`src/rtl/irq_prio_pkg.sv`:
```
package irq_prio_pkg;
  localparam int CTRL_W = 5;
  localparam int LVL_W  = 3;
  localparam int PRI_W  = CTRL_W - LVL_W;

  typedef logic [CTRL_W-1:0] ctrl_t;
  typedef logic [LVL_W-1:0]  lvl_t;

  function automatic lvl_t level_of(input ctrl_t c);
    return c[CTRL_W-1:PRI_W];
  endfunction
endpackage

```
`src/rtl/irq_pend_capture.sv`:
```
module irq_pend_capture #(
  parameter int NUM_SRC = 13
) (
  input  logic               clk,
  input  logic               rst,
  input  logic [NUM_SRC-1:0] irq_in,
  output logic [NUM_SRC:1]   pend
);
  always_ff @(posedge clk) begin
    if (rst) pend <= '0;
    else     pend <= irq_in;
  end
endmodule

```
`src/rtl/irq_cfg_regs.sv`:
```
module irq_cfg_regs
  import irq_prio_pkg::*;
#(
  parameter int NUM_SRC = 13,
  parameter int ADDR_W  = 4,
  parameter int DATA_W  = 16
) (
  input  logic                           clk,
  input  logic                           rst,
  input  logic                           wr_en,
  input  logic [ADDR_W-1:0]              addr,
  input  logic [DATA_W-1:0]              wdata,
  input  logic [NUM_SRC:1]               pend,
  output logic [NUM_SRC:1][CTRL_W-1:0]   ctrl,
  output logic [NUM_SRC:1]               mask,
  output logic [DATA_W-1:0]              rd_data
);
  localparam int MASK_ADDR = NUM_SRC + 1;
  localparam int PEND_ADDR = NUM_SRC + 2;

  logic [DATA_W-1:0] rd_mux;

  always_comb begin
    rd_mux = '0;
    for (int i = 1; i <= NUM_SRC; i++) begin
      if (addr == ADDR_W'(i)) rd_mux[CTRL_W-1:0] = ctrl[i];
    end
    if (addr == ADDR_W'(MASK_ADDR)) rd_mux[NUM_SRC:1] = mask;
    if (addr == ADDR_W'(PEND_ADDR)) rd_mux[NUM_SRC:1] = pend;
  end

  always_ff @(posedge clk) begin
    if (rst) begin
      ctrl    <= '0;
      mask    <= '1;
      rd_data <= '0;
    end else begin
      if (wr_en) begin
        for (int i = 1; i <= NUM_SRC; i++) begin
          if (addr == ADDR_W'(i)) ctrl[i] <= wdata[CTRL_W-1:0];
        end
        if (addr == ADDR_W'(MASK_ADDR)) mask <= wdata[NUM_SRC:1];
      end
      rd_data <= rd_mux;
    end
  end
endmodule

```
`src/rtl/irq_arbiter.sv`:
```
module irq_arbiter
  import irq_prio_pkg::*;
#(
  parameter int NUM_SRC = 13,
  parameter int IDX_W   = $clog2(NUM_SRC + 1)
) (
  input  logic [NUM_SRC:1]             active,
  input  logic [NUM_SRC:1][CTRL_W-1:0] ctrl,
  output logic                         any,
  output logic [IDX_W-1:0]             win_idx,
  output ctrl_t                        win_ctrl
);
  always_comb begin
    any      = 1'b0;
    win_idx  = '0;
    win_ctrl = '0;
    for (int i = 1; i <= NUM_SRC; i++) begin
      if (active[i] && (!any || ctrl[i] > win_ctrl)) begin
        any      = 1'b1;
        win_idx  = IDX_W'(i);
        win_ctrl = ctrl[i];
      end
    end
  end
endmodule

```
`src/rtl/irq_prio_ctrl.sv`:
```
module irq_prio_ctrl
  import irq_prio_pkg::*;
#(
  parameter int NUM_SRC      = 13,
  parameter int ADDR_W       = 4,
  parameter int DATA_W       = 16,
  parameter int VEC_W        = 8,
  parameter int SER_SRC_A    = 12,
  parameter int SER_SRC_B    = 13,
  parameter int AUTOVEC_BASE = 24
) (
  input  logic               clk,
  input  logic               rst,
  input  logic [NUM_SRC-1:0] irq_in,
  input  logic               wr_en,
  input  logic [ADDR_W-1:0]  addr,
  input  logic [DATA_W-1:0]  wdata,
  output logic [DATA_W-1:0]  rd_data,
  input  logic [VEC_W-1:0]   ser_vec_a,
  input  logic [VEC_W-1:0]   ser_vec_b,
  output logic [LVL_W-1:0]   cpu_level,
  output logic [VEC_W-1:0]   cpu_vector
);
  localparam int IDX_W = $clog2(NUM_SRC + 1);

  logic [NUM_SRC:1]             pend;
  logic [NUM_SRC:1]             mask;
  logic [NUM_SRC:1][CTRL_W-1:0] ctrl;
  logic [NUM_SRC:1]             active_src;
  logic                         any_act;
  logic [IDX_W-1:0]             win_idx;
  ctrl_t                        win_ctrl;
  lvl_t                         nxt_level;
  logic [VEC_W-1:0]             nxt_vector;

  irq_pend_capture #(.NUM_SRC(NUM_SRC)) u_pend (
    .clk(clk), .rst(rst), .irq_in(irq_in), .pend(pend)
  );

  irq_cfg_regs #(.NUM_SRC(NUM_SRC), .ADDR_W(ADDR_W), .DATA_W(DATA_W)) u_regs (
    .clk(clk), .rst(rst), .wr_en(wr_en), .addr(addr), .wdata(wdata),
    .pend(pend), .ctrl(ctrl), .mask(mask), .rd_data(rd_data)
  );

  assign active_src = pend & ~mask;

  irq_arbiter #(.NUM_SRC(NUM_SRC), .IDX_W(IDX_W)) u_arb (
    .active(active_src), .ctrl(ctrl), .any(any_act),
    .win_idx(win_idx), .win_ctrl(win_ctrl)
  );

  always_comb begin
    nxt_level  = any_act ? level_of(win_ctrl) : '0;
    if (!any_act)                          nxt_vector = '0;
    else if (win_idx == IDX_W'(SER_SRC_A)) nxt_vector = ser_vec_a;
    else if (win_idx == IDX_W'(SER_SRC_B)) nxt_vector = ser_vec_b;
    else nxt_vector = VEC_W'(AUTOVEC_BASE) + VEC_W'(nxt_level);
  end

  always_ff @(posedge clk) begin
    if (rst) begin
      cpu_level  <= '0;
      cpu_vector <= '0;
    end else begin
      cpu_level  <= nxt_level;
      cpu_vector <= nxt_vector;
    end
  end
endmodule

```
`config.mk`:
```
export PLATFORM = sky130hd
export DESIGN_NAME = irq_prio_ctrl
export DESIGN_NICKNAME = d
export VERILOG_FILES = /design/src/rtl/irq_prio_pkg.sv /design/src/rtl/irq_pend_capture.sv /design/src/rtl/irq_cfg_regs.sv /design/src/rtl/irq_arbiter.sv /design/src/rtl/irq_prio_ctrl.sv
export SDC_FILE = /design/constraint.sdc
export NUM_CORES = 1
export LEC_CHECK = 0
export ABC_CLOCK_PERIOD_IN_PS = 36000
export BUFFER_PORTS_ARGS = -buffer_cell sky130_fd_sc_hd__buf_2
export CORE_ASPECT_RATIO = 1.75
export CORE_UTILIZATION = 44
export CTS_CLUSTER_DIAMETER = 80
export DETAILED_ROUTE_END_ITERATION = 7
export PLACE_DENSITY = 0.69
export SETUP_SLACK_MARGIN = 0.5
export SLEW_MARGIN = 40
export SYNTH_ARGS = -nofsm -noshare
export SYNTH_HDL_FRONTEND = slang
export SYNTH_SLANG_ARGS = --single-unit
```
`constraint.sdc`:
```
create_clock -name clk -period 36 [get_ports clk]
set_input_delay 5.4 -clock clk [delete_from_list [all_inputs] [get_ports clk]]
set_output_delay 5.4 -clock clk [all_outputs]
set_load 0.02 [all_outputs]
```
Yosys cells after proc, flatten, opt, wreduce, memory -nomap -nowiden
Cells that the tools add are included. W data, S select, Z words.

Register bits after elaboration: 118. Input bits: 52. Output and inout bits: 27. Logic and storage cells: 160.

Add/sub/neg operators: 1. $lt $le $gt $ge: 12. Equal/unequal tests: 17. Muxes and demuxes: 57. Bitwise operators: 3. Reductions and logical operators: 51.

Operators by type and width (number): $mux W5 (26); $gt A5 B5 Y1 (12); $eq A4 B4 Y1 const B (10); $reduce_and A2 Y1 (14); $mux W13 (2); $mux W4 (6); $eq A4 B3 Y1 const B (4); $mux W8 (2); $mux W3 (5); $mux W1 (14); $and A13 B13 Y13 (1); $not A13 Y13 (1); $logic_and A1 B1 Y1 (12); $logic_not A1 Y1 (12); $logic_or A1 B1 Y1 (12); $eq A4 B2 Y1 const B (2); $add A5 B3 Y6 const A (1); $eq A4 B1 Y1 const B (1); $mux W2 (2); $reduce_or A2 Y1 (1); $not A1 Y1 (1).

Depth between registers and ports, before layout
Depth after elaboration: 55. Mapped depth: 121. Gate-level depth less buffers: 118.

Hierarchy
Synthesis repeated with hierarchy kept, for this count alone.

Cells, all modules: 978. Area total of the unflattened synthesis: 7896.3 µm².

By module, submodules not included: irq_cfg_regs (instances 1, cells each 475, area each 4072.7 µm², sequential area each 1841.8 µm²); irq_arbiter (instances 1, cells each 424, area each 2926.6 µm², sequential area each 0.0 µm²); irq_prio_ctrl (instances 1, cells each 52, area each 501.7 µm², sequential area each 220.2 µm²); irq_pend_capture (instances 1, cells each 27, area each 395.4 µm², sequential area each 260.2 µm²).

Worst setup path after synthesis
OpenSTA, ideal clock, no wires.

Path kind: flip-flop to flip-flop. Start: register u_pend.pend[1] in the netlist's numbering. End: register cpu_vector[3]. Library setup time: 0.070 ns. Arrival time: 19.330 ns. Data required time: 35.930 ns. Setup slack: 16.600 ns. Stages on the path, launching flop included: 111. Buffers on the path: 4. Period minus slack after synthesis: 19.400 ns. Cells stage by stage: dfxtp_1 nor2b_1 buf_4 and2_1 ha_1 and3_1 a41o_1 a31o_4 o22a_2 ha_1 a21o_1 a21oi_1 a211oi_2 nor2_2 mux2_2 inv_1 ha_1 nand2_1 [... 75 more ...] o21ai_0 nand2b_1 a21oi_1 nor3b_1 inv_1 and3_1 a221oi_1 ha_1 nor2b_1 o21a_1 o21ai_0 nand2b_1 a21oi_1 a31oi_1 o21bai_1 clkbuf_1 o21ai_0 a21oi_1.

Longest elaborated chain between the ends: 54.

Ends and longest elaborated chain: start: declaration (RTL line irq_pend_capture.sv:7) `output logic [NUM_SRC:1] pend`; start signal: assignment (RTL line irq_pend_capture.sv:11) `else pend <= irq_in;`; $and A13 B13 Y13 (*) (RTL line irq_prio_ctrl.sv:45) `assign active_src = pend & ~mask;`; $mux W5 / $mux W1 (equally long branches) (RTL line irq_arbiter.sv:18) `if (active[i] && (!any || ctrl[i] > win_ctrl)) begin`; $gt A5 B5 Y1 / $logic_not A1 Y1 (equally long branches) (RTL line irq_arbiter.sv:18); $logic_or A1 B1 Y1 (RTL line irq_arbiter.sv:18); $logic_and A1 B1 Y1 (RTL line irq_arbiter.sv:18); $mux W5 / $mux W1 (equally long branches) (RTL line irq_arbiter.sv:18); $gt A5 B5 Y1 / $logic_not A1 Y1 (equally long branches) (RTL line irq_arbiter.sv:18); $logic_or A1 B1 Y1 (RTL line irq_arbiter.sv:18); [... 38 more ...]; $gt A5 B5 Y1 / $logic_not A1 Y1 (equally long branches) (RTL line irq_arbiter.sv:18); $logic_or A1 B1 Y1 (RTL line irq_arbiter.sv:18); $logic_and A1 B1 Y1 (RTL line irq_arbiter.sv:18); $mux W5 / $mux W1 (equally long branches) (RTL line irq_arbiter.sv:18); $mux W3 (RTL line irq_prio_ctrl.sv:53) `nxt_level = any_act ? level_of(win_ctrl) : '0;`; $add A5 B3 Y6 (RTL line irq_prio_ctrl.sv:57) `else nxt_vector = VEC_W'(AUTOVEC_BASE) + VEC_W'(nxt_level);`; $mux W8 (RTL line irq_prio_ctrl.sv:56) `else if (win_idx == IDX_W'(SER_SRC_B)) nxt_vector = ser_vec_b;`; $mux W8 (RTL line irq_prio_ctrl.sv:55) `else if (win_idx == IDX_W'(SER_SRC_A)) nxt_vector = ser_vec_a;`; end signal: assignment (RTL line irq_prio_ctrl.sv:66) `cpu_vector <= nxt_vector;`; end: declaration (RTL line irq_prio_ctrl.sv:22) `output logic [VEC_W-1:0] cpu_vector`.

Mark *: on every way between the ends. The rest lies on a longest branch, timed or not. A chain may end at the register's enable or synchronous reset.

Worst setup path in the final report
Start: register u_pend.pend[1] in the netlist's numbering. End: register cpu_vector[2].

Same word-level chain as after synthesis.

==> summary.txt <==
Timing
  – Post-layout min period: 22540 ps
  – WHS: 483 ps
  – Fin crit share: ~63%
  – Final hold violation count: 0
  – Unrepaired setup endpoints after global routing: false
  – TNS Setup: 0 ps
  – Final setup fails: 0
  – Clock skew: ~8.4 ps
  – Worst Tran Pin Value: ~800 ps
  – Slew Limit Headroom: a little under half
  – Max Slew Vio Count: 0
  – Max Freq: approximately 44 MHz

Synth
  – Seq/Total Area, Yosys: a little under a third
  – Adder-Cell Fraction of Synth Area: about a tenth
  – Mapped Cells: 915
  – Synth cell types: 68
  – Simple logic cell fraction of the synthesized area: a little over a fifth
  – Most area-hungry cell type in the Yosys netlist: dfxtp_1
  – Main combinational cell family by area after synthesis: simple AND/OR/NAND/NOR gates
  – Yosys reg bits: approximately 120
  – Synth top area share: 31.1%
  – Synth Area in Compound Gates: between 10% and 20%
  – Top FF cell, synth: dfxtp_1
  – XOR/XNOR Fraction of Synth Area: less than 1%
  – Ys async rst share: 0%
  – Avg Inst Size Synth: 8.15 um^2
  – Mux share of post-synthesis cell area: between 10% and 20%
  – Synth area leaders: dfxtp_1 31%, mux2i_1 9.5%, ha_1 9.4%, nand2_1 5.2%, nor2_1 5.1%
  – Syn. warnings: 0
  – Cell Area, Synth: ~0.0075 mm^2
  – EDFF count, synth: 0

Clock network
  – Clock Path Buffers: 2
  – Post-CTS Setup Bufs: 0
  – Sink Count: roughly 120
  – CTS H-tree lvls: 4
  – CTS Hold Buffers Added: 0
  – TritonCTS Buffers: 17
  – Worst-path clk slew: about 50 ps
  – PostCTS Resize Cnt: 0
  – Root buffer cell: clkbuf_16
  – Clock insertion delay at the later pin of the skew report: 420 ps
  – CTS tree: done

Layout
  – Commonest non-fill, non-tap cell in the layout: dfxtp_1
  – Area Growth Syn to Fin: 15.5%
  – Diodes inserted: 0
  – Most frequent cells in the layout: 116 x dfxtp_1, 103 x nand2_1, 99 x nor2_1, 73 x buf_2, 71 x mux2i_1
  – Nets: 1075
  – Final Instance Area: ~0.0086 mm^2
  – Share of layout cells above drive strength 1: roughly 15%
  – Post-layout util: 52.1%

Worst setup path
  – Critical path fanouts, max: 16
  – Crit path launch type: flip-flop
  – CP required: 36340 ps
  – Setup Crit Path Kind: reg -> reg
  – Max stage delay cell, worst path: o311ai_1
  – Most frequent CP cell: ha_1
  – CP arrival: roughly 23000 ps
  – Slowest stage delay, CP: 700 ps
  – Setup crit end kind: flip-flop

Floorplan
  – Cell row count: 62
  – Num ports: around 80
  – Core area: around 0.017 mm^2
  – Die Footprint: 0.0175 mm^2
  – Die Y: 174 um
  – Initial Util: a little under half
  – Chip width: between 100 and 150 um

Min path
  – HP Class: reg -> reg

Power
  – Leak: around 3.7 nW
  – Worst vdd ir: 23.5 uV
  – Tot Pwr: 0.345 mW
  – Pwr dens: 40.1 mW/mm^2

Run
  – Max Cap Viol: 0

Placement
  – IO Port Bufs: 74
  – Placed Area: around 0.0080 mm^2
  – Post-DP HPWL: approximately 16 mm
  – Final GP Congestion: roughly 0.9

Drt
  – DR pass1 iterations: 5
  – Mean routed wirelength per cell: around 18 um
  – Post-route ant nets: 0
  – Total number of vias: 6901
  – Top Layer Used: met4
  – Met1 WL: ~7.8 mm
  – Post-Route WL: 21.6 mm
  – WL met3: 875 um
  – DRC: 0
  – Initial drt markers: 491
  – Via density: approximately 5.7
  – Metal2 WL: about 12 mm

Global route
  – Initial antenna violation count: 1
  – GRT Total Usage: about a quarter
  – First-pass GRT wire length: around 35 mm
  – Gr ovfl total: 0
  – Largest net degree at the start of global routing: 97
  – Vias in the first global route: 6847

Outcome
  – Outcome: completed
through the flow:
stage | setup WS, ps | instances
2_1_floorplan | 16600 | 916
3_3_place_gp | 14120 | 1172
3_5_place_dp | 13830 | 1172
4_1_cts | 13660 | 1204
5_1_grt | 11800 | 1204
6_report | 13460 | 1204
worst max-delay path, delay by kind of cell, from the launching register on:
family | cells | cell delay [ps]
AOI/OAI and AO/OA | 48 | 9180
and+or+nand+nor | 35 | 6220
adders and majority gates | 12 | 3390
muxes | 6 | 2150
buffers and inverters | 10 | 1120
DFF | 1 | 400
routing by layer:
layer | vias up | global-route usage (%)
li1 | 3350 | -
met1 | 3245 | 25.2
met2 | 220 | 48.1
met3 | 86 | 4.42
met4 | 0 | 17.0
met5 | - | 0
sequential cells by signal, summed over array words and instances, names as in the netlist:
| signal | count |
|---|---|
| u_pend.pend | 13 |
| u_regs.rd_data | 14 |
| u_regs.mask | 13 |
| cpu_vector | 8 |
| u_regs.ctrl | 65 |
| cpu_level | 3 |
cell usage after synthesis (all sizes together), types with 9 or more instances:
cell type,instances
dfxtp,116
nand2,104
nor2,102
mux2i,71
ha,56
a21oi,55
inv,53
o21ai,44
clkbuf,38
nand3,36
nor2b,29
mux2,22
nand2b,15
and3,13
nand3b,13
a22oi,12
or3,10
a211oi,9
power breakdown:
part	switching, mW	internal [mW]	leakage, nW
Combinational	0.0175	0.0103	2.45
Sequential	0.00215	0.131	0.941
Clock	0.0616	0.123	0.317
kinds of logic after synthesis:
family	count (synthesis)
simple gates	345
other cells	1
xor+xnor	1
fa+ha+maj	56
flops	116
compound gates	203
buf+inv	98
mux	95
worst paths after layout:
kind / cells after the start / slack [ps] / endpoint / startpoint
max: 111 / 13460 / cpu_vector[2]$_SDFF_PP0_ / u_pend.pend[1]$_SDFF_PP0_
max reg2reg: 111 / 13460 / cpu_vector[2]$_SDFF_PP0_ / u_pend.pend[1]$_SDFF_PP0_
min reg2reg: 2 / 480 / u_regs.mask[13]$_SDFFE_PP1P_ / u_regs.mask[13]$_SDFFE_PP1P_
min: 2 / 480 / u_regs.mask[13]$_SDFFE_PP1P_ / u_regs.mask[13]$_SDFFE_PP1P_
area by class of cell:
class,count,area (um^2)
fill,1624,7910
inverter,53,199
multi-input combinational,702,4780
clock inverter,9,149
sequential,116,2320
timing repair buffer,77,399
clock buffer,23,488
tap,224,280
(Power assumes the default switching activity.)
